<file path="src/rtl/pgbr_pkg.sv">
package pgbr_pkg;

  localparam int PC_W      = 16;
  localparam int IMM_W     = 8;
  localparam int ACC_W     = 8;
  localparam int FLAG_N    = 4;
  localparam int SEL_W     = 3;
  localparam int COND_W    = SEL_W + 1;
  localparam int PAGE_W    = PC_W - IMM_W;
  localparam int SYNC_DEPTH = 2;

  typedef enum logic [SEL_W-1:0] {
    SEL_ALWAYS = 3'd0,
    SEL_DZERO  = 3'd1,
    SEL_CARRY  = 3'd2,
    SEL_FLAG1  = 3'd3,
    SEL_FLAG2  = 3'd4,
    SEL_FLAG3  = 3'd5,
    SEL_FLAG4  = 3'd6,
    SEL_NONE   = 3'd7
  } test_sel_e;

  typedef struct packed {
    logic      invert;
    test_sel_e sel;
  } cond_t;

  function automatic cond_t split_cond(input logic [COND_W-1:0] code);
    cond_t c;
    c.invert = code[COND_W-1];
    c.sel    = test_sel_e'(code[SEL_W-1:0]);
    return c;
  endfunction

  function automatic logic [PC_W-1:0] page_target(input logic [PC_W-1:0] imm_addr,
                                                   input logic [IMM_W-1:0] imm);
    return {imm_addr[PC_W-1:IMM_W], imm};
  endfunction

  function automatic logic [PC_W-1:0] step_past(input logic [PC_W-1:0] imm_addr);
    return imm_addr + {{(PC_W-1){1'b0}}, 1'b1};
  endfunction

endpackage

</file>
<file path="src/rtl/pgbr_flag_sync.sv">
module pgbr_flag_sync
  import pgbr_pkg::*;
#(
  parameter int WIDTH  = FLAG_N,
  parameter int STAGES = SYNC_DEPTH
) (
  input  logic             clk,
  input  logic             rst_n,
  input  logic [WIDTH-1:0] pin_n,
  output logic [WIDTH-1:0] active
);

  localparam int LAST = STAGES - 1;

  genvar g;
  generate
    for (g = 0; g < WIDTH; g++) begin : g_bit
      logic [STAGES-1:0] chain;
      always_ff @(posedge clk) begin
        if (!rst_n) begin
          chain <= '1;
        end else begin
          chain <= {chain[STAGES-2:0], pin_n[g]};
        end
      end
      assign active[g] = ~chain[LAST];
    end
  endgenerate

endmodule

</file>
<file path="src/rtl/pgbr_cond_eval.sv">
module pgbr_cond_eval
  import pgbr_pkg::*;
(
  input  logic [COND_W-1:0] cond_code,
  input  logic [ACC_W-1:0]  d_acc,
  input  logic              df_flag,
  input  logic [FLAG_N-1:0] flag_active,
  output logic              raw_true,
  output logic              taken
);

  cond_t c;
  logic  acc_zero;

  assign c        = split_cond(cond_code);
  assign acc_zero = (d_acc == '0);

  always_comb begin
    unique case (c.sel)
      SEL_ALWAYS: raw_true = 1'b1;
      SEL_DZERO:  raw_true = acc_zero;
      SEL_CARRY:  raw_true = df_flag;
      SEL_FLAG1:  raw_true = flag_active[0];
      SEL_FLAG2:  raw_true = flag_active[1];
      SEL_FLAG3:  raw_true = flag_active[2];
      SEL_FLAG4:  raw_true = flag_active[3];
      default:    raw_true = 1'b0;
    endcase
  end

  assign taken = raw_true ^ c.invert;

endmodule

</file>
<file path="src/rtl/pgbr_pc_calc.sv">
module pgbr_pc_calc
  import pgbr_pkg::*;
(
  input  logic [PC_W-1:0]  imm_addr,
  input  logic [IMM_W-1:0] imm,
  input  logic             taken,
  output logic [PC_W-1:0]  target_pc,
  output logic [PC_W-1:0]  fall_pc,
  output logic [PC_W-1:0]  next_pc
);

  assign target_pc = page_target(imm_addr, imm);
  assign fall_pc   = step_past(imm_addr);
  assign next_pc   = taken ? target_pc : fall_pc;

endmodule

</file>
<file path="src/rtl/inpage_branch_unit.sv">
module inpage_branch_unit
  import pgbr_pkg::*;
(
  input  logic              clk,
  input  logic              rst_n,
  input  logic              req_valid,
  input  logic [COND_W-1:0] cond_code,
  input  logic [ACC_W-1:0]  d_acc,
  input  logic              df_flag,
  input  logic [FLAG_N-1:0] ef_n,
  input  logic [PC_W-1:0]   pc_in,
  input  logic [IMM_W-1:0]  imm_byte,
  output logic              out_valid,
  output logic              out_taken,
  output logic [PC_W-1:0]   out_pc
);

  logic [FLAG_N-1:0] ef_active;
  logic              cond_raw;
  logic              taken_w;
  logic [PC_W-1:0]   target_w;
  logic [PC_W-1:0]   fall_w;
  logic [PC_W-1:0]   next_w;

  pgbr_flag_sync #(.WIDTH(FLAG_N), .STAGES(SYNC_DEPTH)) u_sync (
    .clk    (clk),
    .rst_n  (rst_n),
    .pin_n  (ef_n),
    .active (ef_active)
  );

  pgbr_cond_eval u_eval (
    .cond_code   (cond_code),
    .d_acc       (d_acc),
    .df_flag     (df_flag),
    .flag_active (ef_active),
    .raw_true    (cond_raw),
    .taken       (taken_w)
  );

  pgbr_pc_calc u_pc (
    .imm_addr  (pc_in),
    .imm       (imm_byte),
    .taken     (taken_w),
    .target_pc (target_w),
    .fall_pc   (fall_w),
    .next_pc   (next_w)
  );

  always_ff @(posedge clk) begin
    if (!rst_n) begin
      out_valid <= 1'b0;
      out_taken <= 1'b0;
      out_pc    <= '0;
    end else begin
      out_valid <= req_valid;
      if (req_valid) begin
        out_taken <= taken_w;
        out_pc    <= next_w;
      end
    end
  end

endmodule

</file>
<file path="config.mk">
export PLATFORM = sky130hd
export DESIGN_NAME = inpage_branch_unit
export DESIGN_NICKNAME = d
export VERILOG_FILES = /design/src/rtl/pgbr_pkg.sv /design/src/rtl/pgbr_flag_sync.sv /design/src/rtl/pgbr_cond_eval.sv /design/src/rtl/pgbr_pc_calc.sv /design/src/rtl/inpage_branch_unit.sv
export SDC_FILE = /design/constraint.sdc
export NUM_CORES = 1
export LEC_CHECK = 0
export BUFFER_PORTS_ARGS = -buffer_cell sky130_fd_sc_hd__buf_2
export CORE_ASPECT_RATIO = 1.75
export CORE_UTILIZATION = 42
export CTS_BUF_LIST = sky130_fd_sc_hd__clkbuf_16
export DETAILED_ROUTE_END_ITERATION = 8
export PLACE_DENSITY = 0.69
export SLEW_MARGIN = 20
export SYNTH_ARGS = -nofsm -noshare
export SYNTH_HDL_FRONTEND = slang
export SYNTH_SLANG_ARGS = --single-unit
</file>
<file path="constraint.sdc">
create_clock -name clk -period 1.8 [get_ports clk]
set_input_delay 0.09 -clock clk [delete_from_list [all_inputs] [get_ports clk]]
set_output_delay 0.09 -clock clk [all_outputs]
set_load 0.01 [all_outputs]
</file>
==> results of run 1 <==
[layout make-up]
cell class                      instances  area, um2
Clock buffer                            3       75.1
Sequential cell                        26        522
Clock inverter                          1       30.0
Multi-Input combinational cell        141       1020
Timing Repair Buffer                   70        377
Inverter                                3       11.3
Fill cell                             364       1540
Tap cell                               46       57.6
[through the flow]
step | hold WS, ps | utilization | instance area [um2]
after CTS | 2.70 | 0.570 | 2070
final | 3.64 | 0.576 | 2090
after floorplan | 163 | - | 1590
after global routing | 3.15 | 0.576 | 2090
after global placement | 269 | 0.541 | 1960
after detailed placement | 275 | 0.541 | 1960
[cells by family (layout without fill, tap and decap cells)]
family                     Yosys count  after routing  share of synthesized area
DFF                                 26             26                      0.328
and+or+nand+nor                     77             77                      0.296
buffers and inverters               14             77                     0.0410
xor gates and xnor gates             6              6                     0.0331
AOI/OAI and AO/OA                   57             57                      0.294
adders and majority gates            1              1                    0.00789
[worst max path at each step]
stage,start,to,slack [ps],depth (start not counted)
after floorplan,u_sync.g_bit[1].chain[1],out_pc[3],100,6
after global placement,cond_code[1],out_pc[2],50,7
after detailed placement,cond_code[1],out_pc[2],20,7
after CTS,u_sync.g_bit[1].chain[1],out_pc[2],10,6
after global routing,u_sync.g_bit[1].chain[1],out_pc[5],-4,6
final,u_sync.g_bit[1].chain[1],out_pc[7],80,6
[layer usage]
layer | GRT usage | wire length (um) | vias to the layer above
met5 | 0 | 0 | -
met4 | 0.115 | 94 | 0
li1 | - | - | 806
met1 | 0.254 | 1610 | 761
met2 | 0.380 | 2140 | 57
met3 | 0.0330 | 187 | 9
[flip-flops by register name (all words and copies together), names as in the netlist]
register	flops
out_valid	1
out_pc	16
out_taken	1
u_sync.g_bit.chain	8
[power by group through the flow]
stage / sequential, W / combinational, W / clock, W
global route: 0.000633 / 0.000346 / 0.000685
finish: 0.000629 / 0.000315 / 0.000645
CTS: 0.000629 / 0.000312 / 0.000660
global placement: 0.000642 / 0.000306 / 0
detailed placement: 0.000642 / 0.000310 / 0
floorplan: 0.000656 / 0.000159 / 0
[cell usage in the layout, fill, tap and decap left out, types with 5 or more instances in the layout]
cell type,n
xnor2_1,5
a21oi_1,7
nand2_1,11
o31ai_2,6
o21ai_0,10
buf_4,8
o21ai_1,5
dfxtp_1,25
nor2_1,6
nand3_1,10
nand3b_1,6
nor3_2,6
a211oi_1,6
buf_2,61
nor2b_1,8
nand2b_1,10
==> flow_metrics.tcl, run 1 <==
set metrics [dict create \
    outcome "finished, final reports clean" \
    crit_arrival_ps 1860 \
    syn_nets 226 \
    drc 0 \
    io_buffers 61 \
    clk_latency_ps 260 \
    power_frac_clock 0.406 \
    synth-main-ff-cell "dfxtp_1" \
    grt_max_degree 23 \
    hold_depth 2 \
    area_growth_pct 31.8 \
    end_kind "register" \
    r2r_end "out_pc[7]" \
    cp-start-kind "register" \
    clockBufferDepth 2 \
    die_area_um2 4030 \
    wirelength_um 4030 \
    power.total_w 0.00159 \
    postCtsResizedCells 0 \
    cts_root_buf "clkbuf_16" \
    die_h_um 83.3 \
    synth_common_cells "26 x dfxtp_1, 11 x nand2_1, 10 x nand2b_1, 10 x nand3_1, 10 x o21ai_0" \
    slew_headroom 0.717 \
    grt_pass1_wl_um 6980 \
    setup_viol 0 \
    gp_congestion 0.766 \
    fin_crit_ps 1720 \
    dp_slack_ps 17.4 \
    clk_pin_slew_ps 60 \
    fp-row-count 29 \
    synth_largest_area_cell "dfxtp_1" \
    cts_tree "yes" \
    final.setup.tns_ps 0 \
    peakVddDrop_v 0.000491 \
    hold_start "ef_n[1]" \
    hold_buffers 0 \
    max-cap-violations 0 \
    wire_per_inst_um 13.9 \
    drtIter0Drc 51 \
    routed_via_density 5.63 \
    synth_edf_count 0 \
    nets 290 \
    dr.pass1.iters 4 \
    pwr-share-seq 0.396 \
    drive_above_1_share 0.398 \
    worst_slack_ps 77.6 \
    path_buf_inv 1 \
    synthDistinctLibCells 44 \
    swShare 0.246 \
    antenna_found_initial 0 \
    ys_seq_elements 26 \
    cp_slowest_cell "or3_4" \
    htree_num_levels 1 \
    cts.sink_count 26 \
    ios 62 \
    initial_core_util 0.437 \
    cp_top_family "simple AND/OR/NAND/NOR gates" \
    synth_area_leaders "dfxtp_1 33%, o31ai_2 4.7%, nand2b_1 3.9%" \
    power_switching_w 0.000392 \
    cellPowerDensity_nw_per_um2 761 \
    ys_seq_area_frac 0.328 \
    synth_top_area_share 0.328 \
    timing.rr.start "u_sync.g_bit[1].chain[1]" \
    dp_cells 286 \
    worstMarginPinSlew_ps 423 \
    netlist_area_um2 1590 \
    route.vias.total 1633 \
    r2r_slack_ps 80 \
    p_int_w 0.00120 \
    finalHoldViolCount 0 \
    min_path_type "input pin to register" \
    synth-warning-count 0 \
    fmax_mhz 581 \
    timing.final.crit_share 0.957 \
    design.core.area_um2 3630 \
    grt_pass1_vias 1576 \
    cpPeakStageDelay_ps 410 \
    hold_path_end "u_sync.g_bit[1].chain[0]" \
    dpl.hpwl_um 3090 \
    overflow 0 \
    path_cells "nor3_1 > or3_4 > a221o_1 > buf_4 > nor3_2 > o31ai_2" \
    avgSynthCellArea_um2 8.76 \
    die_w_um 48.4 \
    r2r_cells 6 \
    n_antenna_cell 0 \
    p_leak_nw 0.863 \
    yosys.cell_count.top_type "dfxtp_1" \
    synthArstFlopShare 0 \
    track_usage 0.219 \
    worstPathMaxFanout 4 \
    postCtsSetupBuffers 0 \
    grt_setup_unrepaired "true" \
    postRouteAntennaNets 0 \
    crit_type "register to register" \
    cts-buffers-inserted 3 \
    required_ps 1940 \
    final_cells 290 \
    slew_violations 0 \
    combPwrFrac 0.198 \
    finClkSkew_ps 1.15 \
    syn_inst 181 \
]
Power figures use the tool's default switching activity.
==> run 2, diff against run 1 <==
Settings changed: REMOVE_ABC_BUFFERS set to 1.
==> run 2 against run 1 <==
Net effect: global-route usage decreased by 1.1 points; final cell count is 0.34% higher; first-iteration DRC count decreased by 3.9%; register-to-register slack got worse by 40 ps; die area unchanged; count of clock-buffer cells in the layout did not move; clock power fell by 23%; setup slack worse by 38 ps.
==> flow_metrics.tcl, run 2 (synthesis results as in run 1) <==
set metrics [dict create \
    path_depth 6 \
    dp_slack_ps -31.9 \
    n_antenna_cell 0 \
    outcome "finished, final reports clean" \
    wire_per_inst_um 13.3 \
    overflow 0 \
    clk_latency_ps 260 \
    cts_tree "yes" \
    grt_setup_unrepaired "true" \
    routed_via_density 5.64 \
    top_regs "out_pc (16), u_sync.g_bit.chain (8)" \
    clk_pin_slew_ps 70 \
    grt_pass1_vias 1600 \
    initial_core_util 0.437 \
    wirelength_um 3880 \
    regMostFlops "out_pc" \
    path_cells "nor3_1 > or3_4 > a221o_2 > buf_4 > nor3_2 > o31ai_2" \
    postRouteAntennaNets 0 \
    worstPathMaxFanout 7 \
    cp-start-kind "register" \
    max-cap-violations 0 \
    path_buf_inv 1 \
    grt_max_degree 28 \
    drc 0 \
    largest_reg_flops 16 \
    drive_above_1_share 0.380 \
    slew_violations 0 \
    cts-buffers-inserted 3 \
    design.core.area_um2 3630 \
    die_area_um2 4030 \
    fin_crit_ps 1760 \
    peakVddDrop_v 0.000453 \
    die_h_um 83.3 \
    fmax_mhz 568 \
    crit_type "register to register" \
    required_ps 1940 \
    clockBufferDepth 2 \
    postCtsSetupBuffers 0 \
    finClkSkew_ps 4.77 \
    dpl_cell_area_um2 1990 \
    dr.pass1.iters 4 \
    track_usage 0.208 \
    cp_top_family "simple AND/OR/NAND/NOR gates" \
    gp_congestion 0.864 \
    io_buffers 61 \
    hold_slack_ps 13.4 \
    nets 291 \
    p_leak_nw 0.864 \
    area_growth_pct 30.9 \
    cts.sink_count 26 \
    cts_root_buf "clkbuf_16" \
    antenna_found_initial 0 \
    dpl.hpwl_um 2960 \
    fp-row-count 29 \
    r2r_cells 6 \
    crit_arrival_ps 1900 \
    stdcell_area_um2 2070 \
    worst_slack_ps 39.7 \
    grt_pass1_wl_um 6770 \
    route.vias.total 1640 \
    ios 62 \
    finalHoldViolCount 0 \
    fillers 356 \
    cp_slowest_cell "a221o_2" \
    timing.final.crit_share 0.978 \
    hold_depth 2 \
    die_w_um 48.4 \
    worstMarginPinSlew_ps 401 \
    drtIter0Drc 49 \
    cpPeakStageDelay_ps 440 \
    end_kind "register" \
    setup_viol 0 \
    htree_num_levels 1 \
    final_common_cell "buf_2" \
    cellPowerDensity_nw_per_um2 697 \
    min_path_type "input pin to register" \
    slew_headroom 0.732 \
    final_cell_mix "61 x buf_2, 26 x dfxtp_1, 11 x nand2_1" \
]
## run 2: repair_timing
action,CTS,global route
gates cloned,0,0
hold buffers,0,0
pin swaps,1,0
endpoints found under the setup margin,6,6
gates resized for setup,1,0
## run 2: final cells by class
cell class | instances | area (um2) | share of cell area
multi-input cells | 141 | 1000 | 0.483
flip-flops and latches | 26 | 520 | 0.251
repair buffers | 71 | 405 | 0.195
clock buffers | 3 | 75.1 | 0.0362
well taps | 46 | 57.6 | 0.0277
inverters | 3 | 11.3 | 0.00543
clock inverters | 1 | 3.75 | 0.00181
## run 2: where the power goes
| group | total (W) | internal, W | leakage [nW] | switching, W |
|---|---|---|---|---|
| sequential | 0.000629 | 0.000614 | 0.216 | 0.0000146 |
| combinational | 0.000319 | 0.000147 | 0.610 | 0.000172 |
| clock | 0.000498 | 0.000297 | 0.0385 | 0.000200 |
## run 2: stage by stage
stage | instances | util | TNS, ps | total power, W
6_report | 291 | 0.572 | 0 | 0.00145
2_1_floorplan | 170 | - | -951 | 0.000794
3_3_place_gp | 287 | 0.550 | -83.2 | 0.000960
5_1_grt | 291 | 0.572 | -240 | 0.00152
4_1_cts | 291 | 0.572 | 0 | 0.00146
3_5_place_dp | 287 | 0.550 | -123 | 0.000962
## run 2: path summary, 6_finish.rpt
path                                          startpoint                        to  slack (ps)
worst min-delay path                             ef_n[2]  u_sync.g_bit[2].chain[0]          10
worst max register to register  u_sync.g_bit[1].chain[1]                 out_pc[5]          40
worst min register to register  u_sync.g_bit[1].chain[0]  u_sync.g_bit[1].chain[1]         410
worst max-delay path            u_sync.g_bit[1].chain[1]                 out_pc[5]          40
## run 2: routing by layer
| layer | part of all wire | wire length, um | vias up | GRT usage |
|---|---|---|---|---|
| met5 | 0 | 0 | - | 0 |
| met2 | 0.49 | 1920 | 59 | 0.380 |
| li1 | - | - | 813 | - |
| met3 | 0.055 | 214 | 10 | 0.0311 |
| met4 | 0.021 | 83 | 0 | 0.0856 |
| met1 | 0.43 | 1660 | 758 | 0.234 |
## run 2: worst register-to-register path, delay by kind of cell, from the launching register on
kind,cells,cell delay (ps)
DFF,1,300
buffers and inverters,1,190
AOI/OAI and AO/OA,2,530
and+or+nand+nor,3,620
==> run 3, diff against run 2 <==
Settings changed: CORE_ASPECT_RATIO 1.75 to not set, CORE_MARGIN set to 2.
==> run 3 against run 2 <==
Net effect: sequential share of layout area shrank 0.69 points; setup slack lost 38 ps; flip-flop and latch count is the same; maximum frequency shrank 2.1%; first-iteration DRC count grew 22%; utilization grew 1.8 points; die area grew 6.2%; register-to-register slack lost 40 ps; non-clock buffer count shrank 1; sequential power is essentially flat; count of clock-buffer cells in the layout is the same; critical path depth is the same; highest routed layer unchanged.
==> flow_metrics.tcl, run 3 (synthesis results as in run 1) <==
set metrics [dict create \
    outcome "finished, final reports clean" \
    cts.sink_count 26 \
    die_area_um2 4280 \
    wirelength_um 4000 \
    dpl_cell_area_um2 1990 \
    max-cap-violations 0 \
    gp_congestion 0.822 \
    combPwrFrac 0.206 \
    dr.pass1.iters 4 \
    slew_violations 0 \
    hold_slack_ps 4.85 \
    required_ps 1930 \
    pwr-share-seq 0.393 \
    htree_num_levels 1 \
    stdcell_area_um2 2140 \
    design.core.area_um2 3630 \
    hold_path_end "u_sync.g_bit[0].chain[0]" \
    initial_core_util 0.436 \
    grt_pass1_vias 1444 \
    timing.rr.start "u_sync.g_bit[2].chain[1]" \
    n_antenna_cell 0 \
    cp_top_family "simple AND/OR/NAND/NOR gates" \
    r2r_cells 6 \
    ios 62 \
    die_w_um 65.4 \
    cp-start-kind "register" \
    worstMarginPinSlew_ps 412 \
    cts_root_buf "clkbuf_16" \
    cts-buffers-inserted 3 \
    r2r_end "out_pc[9]" \
    antenna_found_initial 0 \
    cp_slowest_cell "nor4bb_2" \
    largest_reg_flops 16 \
    clockBufferDepth 2 \
    multi_input_area_um2 1040 \
    crit_type "register to register" \
    fp-row-count 22 \
    routed_via_density 5.55 \
    die_h_um 65.4 \
    area_growth_pct 35.2 \
    setup_viol 0 \
    hold_depth 2 \
    power_switching_w 0.000395 \
    regMostFlops "out_pc" \
    crit_arrival_ps 1930 \
    slew_headroom 0.725 \
    postRouteAntennaNets 0 \
    fmax_mhz 556 \
    path_cells "nor4bb_2 > or3_4 > a221oi_4 > buf_12 > a2111oi_1 > a211oi_1" \
    dpl.hpwl_um 2950 \
    timing.final.crit_share 0.999 \
    final_cell_mix "61 x buf_2, 24 x dfxtp_1, 11 x nand2_1" \
    grt_max_degree 31 \
    overflow 0 \
    finClkSkew_ps 2.36 \
    drtIter0Drc 60 \
    cts_tree "yes" \
    min_path_type "input pin to register" \
    final_common_cell "buf_2" \
    worstPathMaxFanout 19 \
    path_buf_inv 1 \
    ff_latch_area_um2 523 \
    grt_pass1_wl_um 6330 \
    swShare 0.246 \
    fin_crit_ps 1800 \
    wire_per_inst_um 13.7 \
    drc 0 \
    peakVddDrop_v 0.000408 \
    p_leak_nw 0.878 \
    hold_buffers 0 \
    grt_setup_unrepaired "true" \
    drive_above_1_share 0.406 \
    track_usage 0.187 \
    top_regs "out_pc (16), u_sync.g_bit.chain (8)" \
    route.vias.total 1622 \
    cellPowerDensity_nw_per_um2 748 \
    io_buffers 61 \
    r2r_slack_ps 2 \
    cpPeakStageDelay_ps 410 \
    power_frac_clock 0.401 \
    fillers 342 \
    p_int_w 0.00121 \
    nets 290 \
    finalHoldViolCount 0 \
    hold_start "ef_n[0]" \
    end_kind "register" \
    clk_latency_ps 260 \
    clk_pin_slew_ps 70 \
]
## run 3: how the worst max path moves through the flow
stage                              from          to  slack [ps]  cells after the start
6_report       u_sync.g_bit[2].chain[1]   out_pc[9]           2                      6
5_1_grt        u_sync.g_bit[2].chain[1]  out_pc[13]         -90                      6
4_1_cts        u_sync.g_bit[1].chain[1]   out_pc[4]           7                      6
3_5_place_dp               cond_code[1]   out_pc[9]          30                      7
3_3_place_gp               cond_code[1]   out_pc[9]          60                      7
2_1_floorplan  u_sync.g_bit[0].chain[1]  out_pc[10]        -110                      5
## run 3: timing repair
action	4_1_cts	5_1_grt
setup endpoints to repair	0	12
setup buffers	0	0
endpoints found under the hold margin	0	0
gates resized for setup	0	12
## run 3: final cells by class
type                            instances  share of cell area
Tap cell                               48              0.0280
Clock inverter                          1              0.0140
Sequential cell                        26               0.244
Multi-Input combinational cell        141               0.485
Inverter                                3             0.00525
Clock buffer                            3              0.0350
Timing Repair Buffer                   70               0.189
## run 3: layer usage
layer,vias up,share of wire,track usage,wire length [um]
met5,-,0,0,0
met4,0,0.018,0.0677,72
met2,52,0.49,0.320,1980
li1,810,-,-,-
met3,7,0.053,0.0342,211
met1,753,0.43,0.235,1740
## run 3: metrics by stage
stage / power, W / std cells / TNS, ps / utilization / worst slack (ps)
finish: 0.00160 / 292 / 0 / 0.590 / 1.93
global placement: 0.000956 / 288 / 0 / 0.548 / 55.9
floorplan: 0.000794 / 170 / -951 / - / -114
CTS: 0.00160 / 292 / 0 / 0.576 / 6.51
detailed placement: 0.000959 / 288 / 0 / 0.548 / 28.6
global route: 0.00168 / 292 / -404 / 0.590 / -90.1
## run 3: power groups by stage
stage	Clock (W)	Combinational, W	Sequential, W
2_1_floorplan	0	0.000137	0.000656
3_3_place_gp	0	0.000314	0.000642
3_5_place_dp	0	0.000317	0.000642
4_1_cts	0.000652	0.000318	0.000630
5_1_grt	0.000683	0.000363	0.000635
6_report	0.000643	0.000331	0.000630
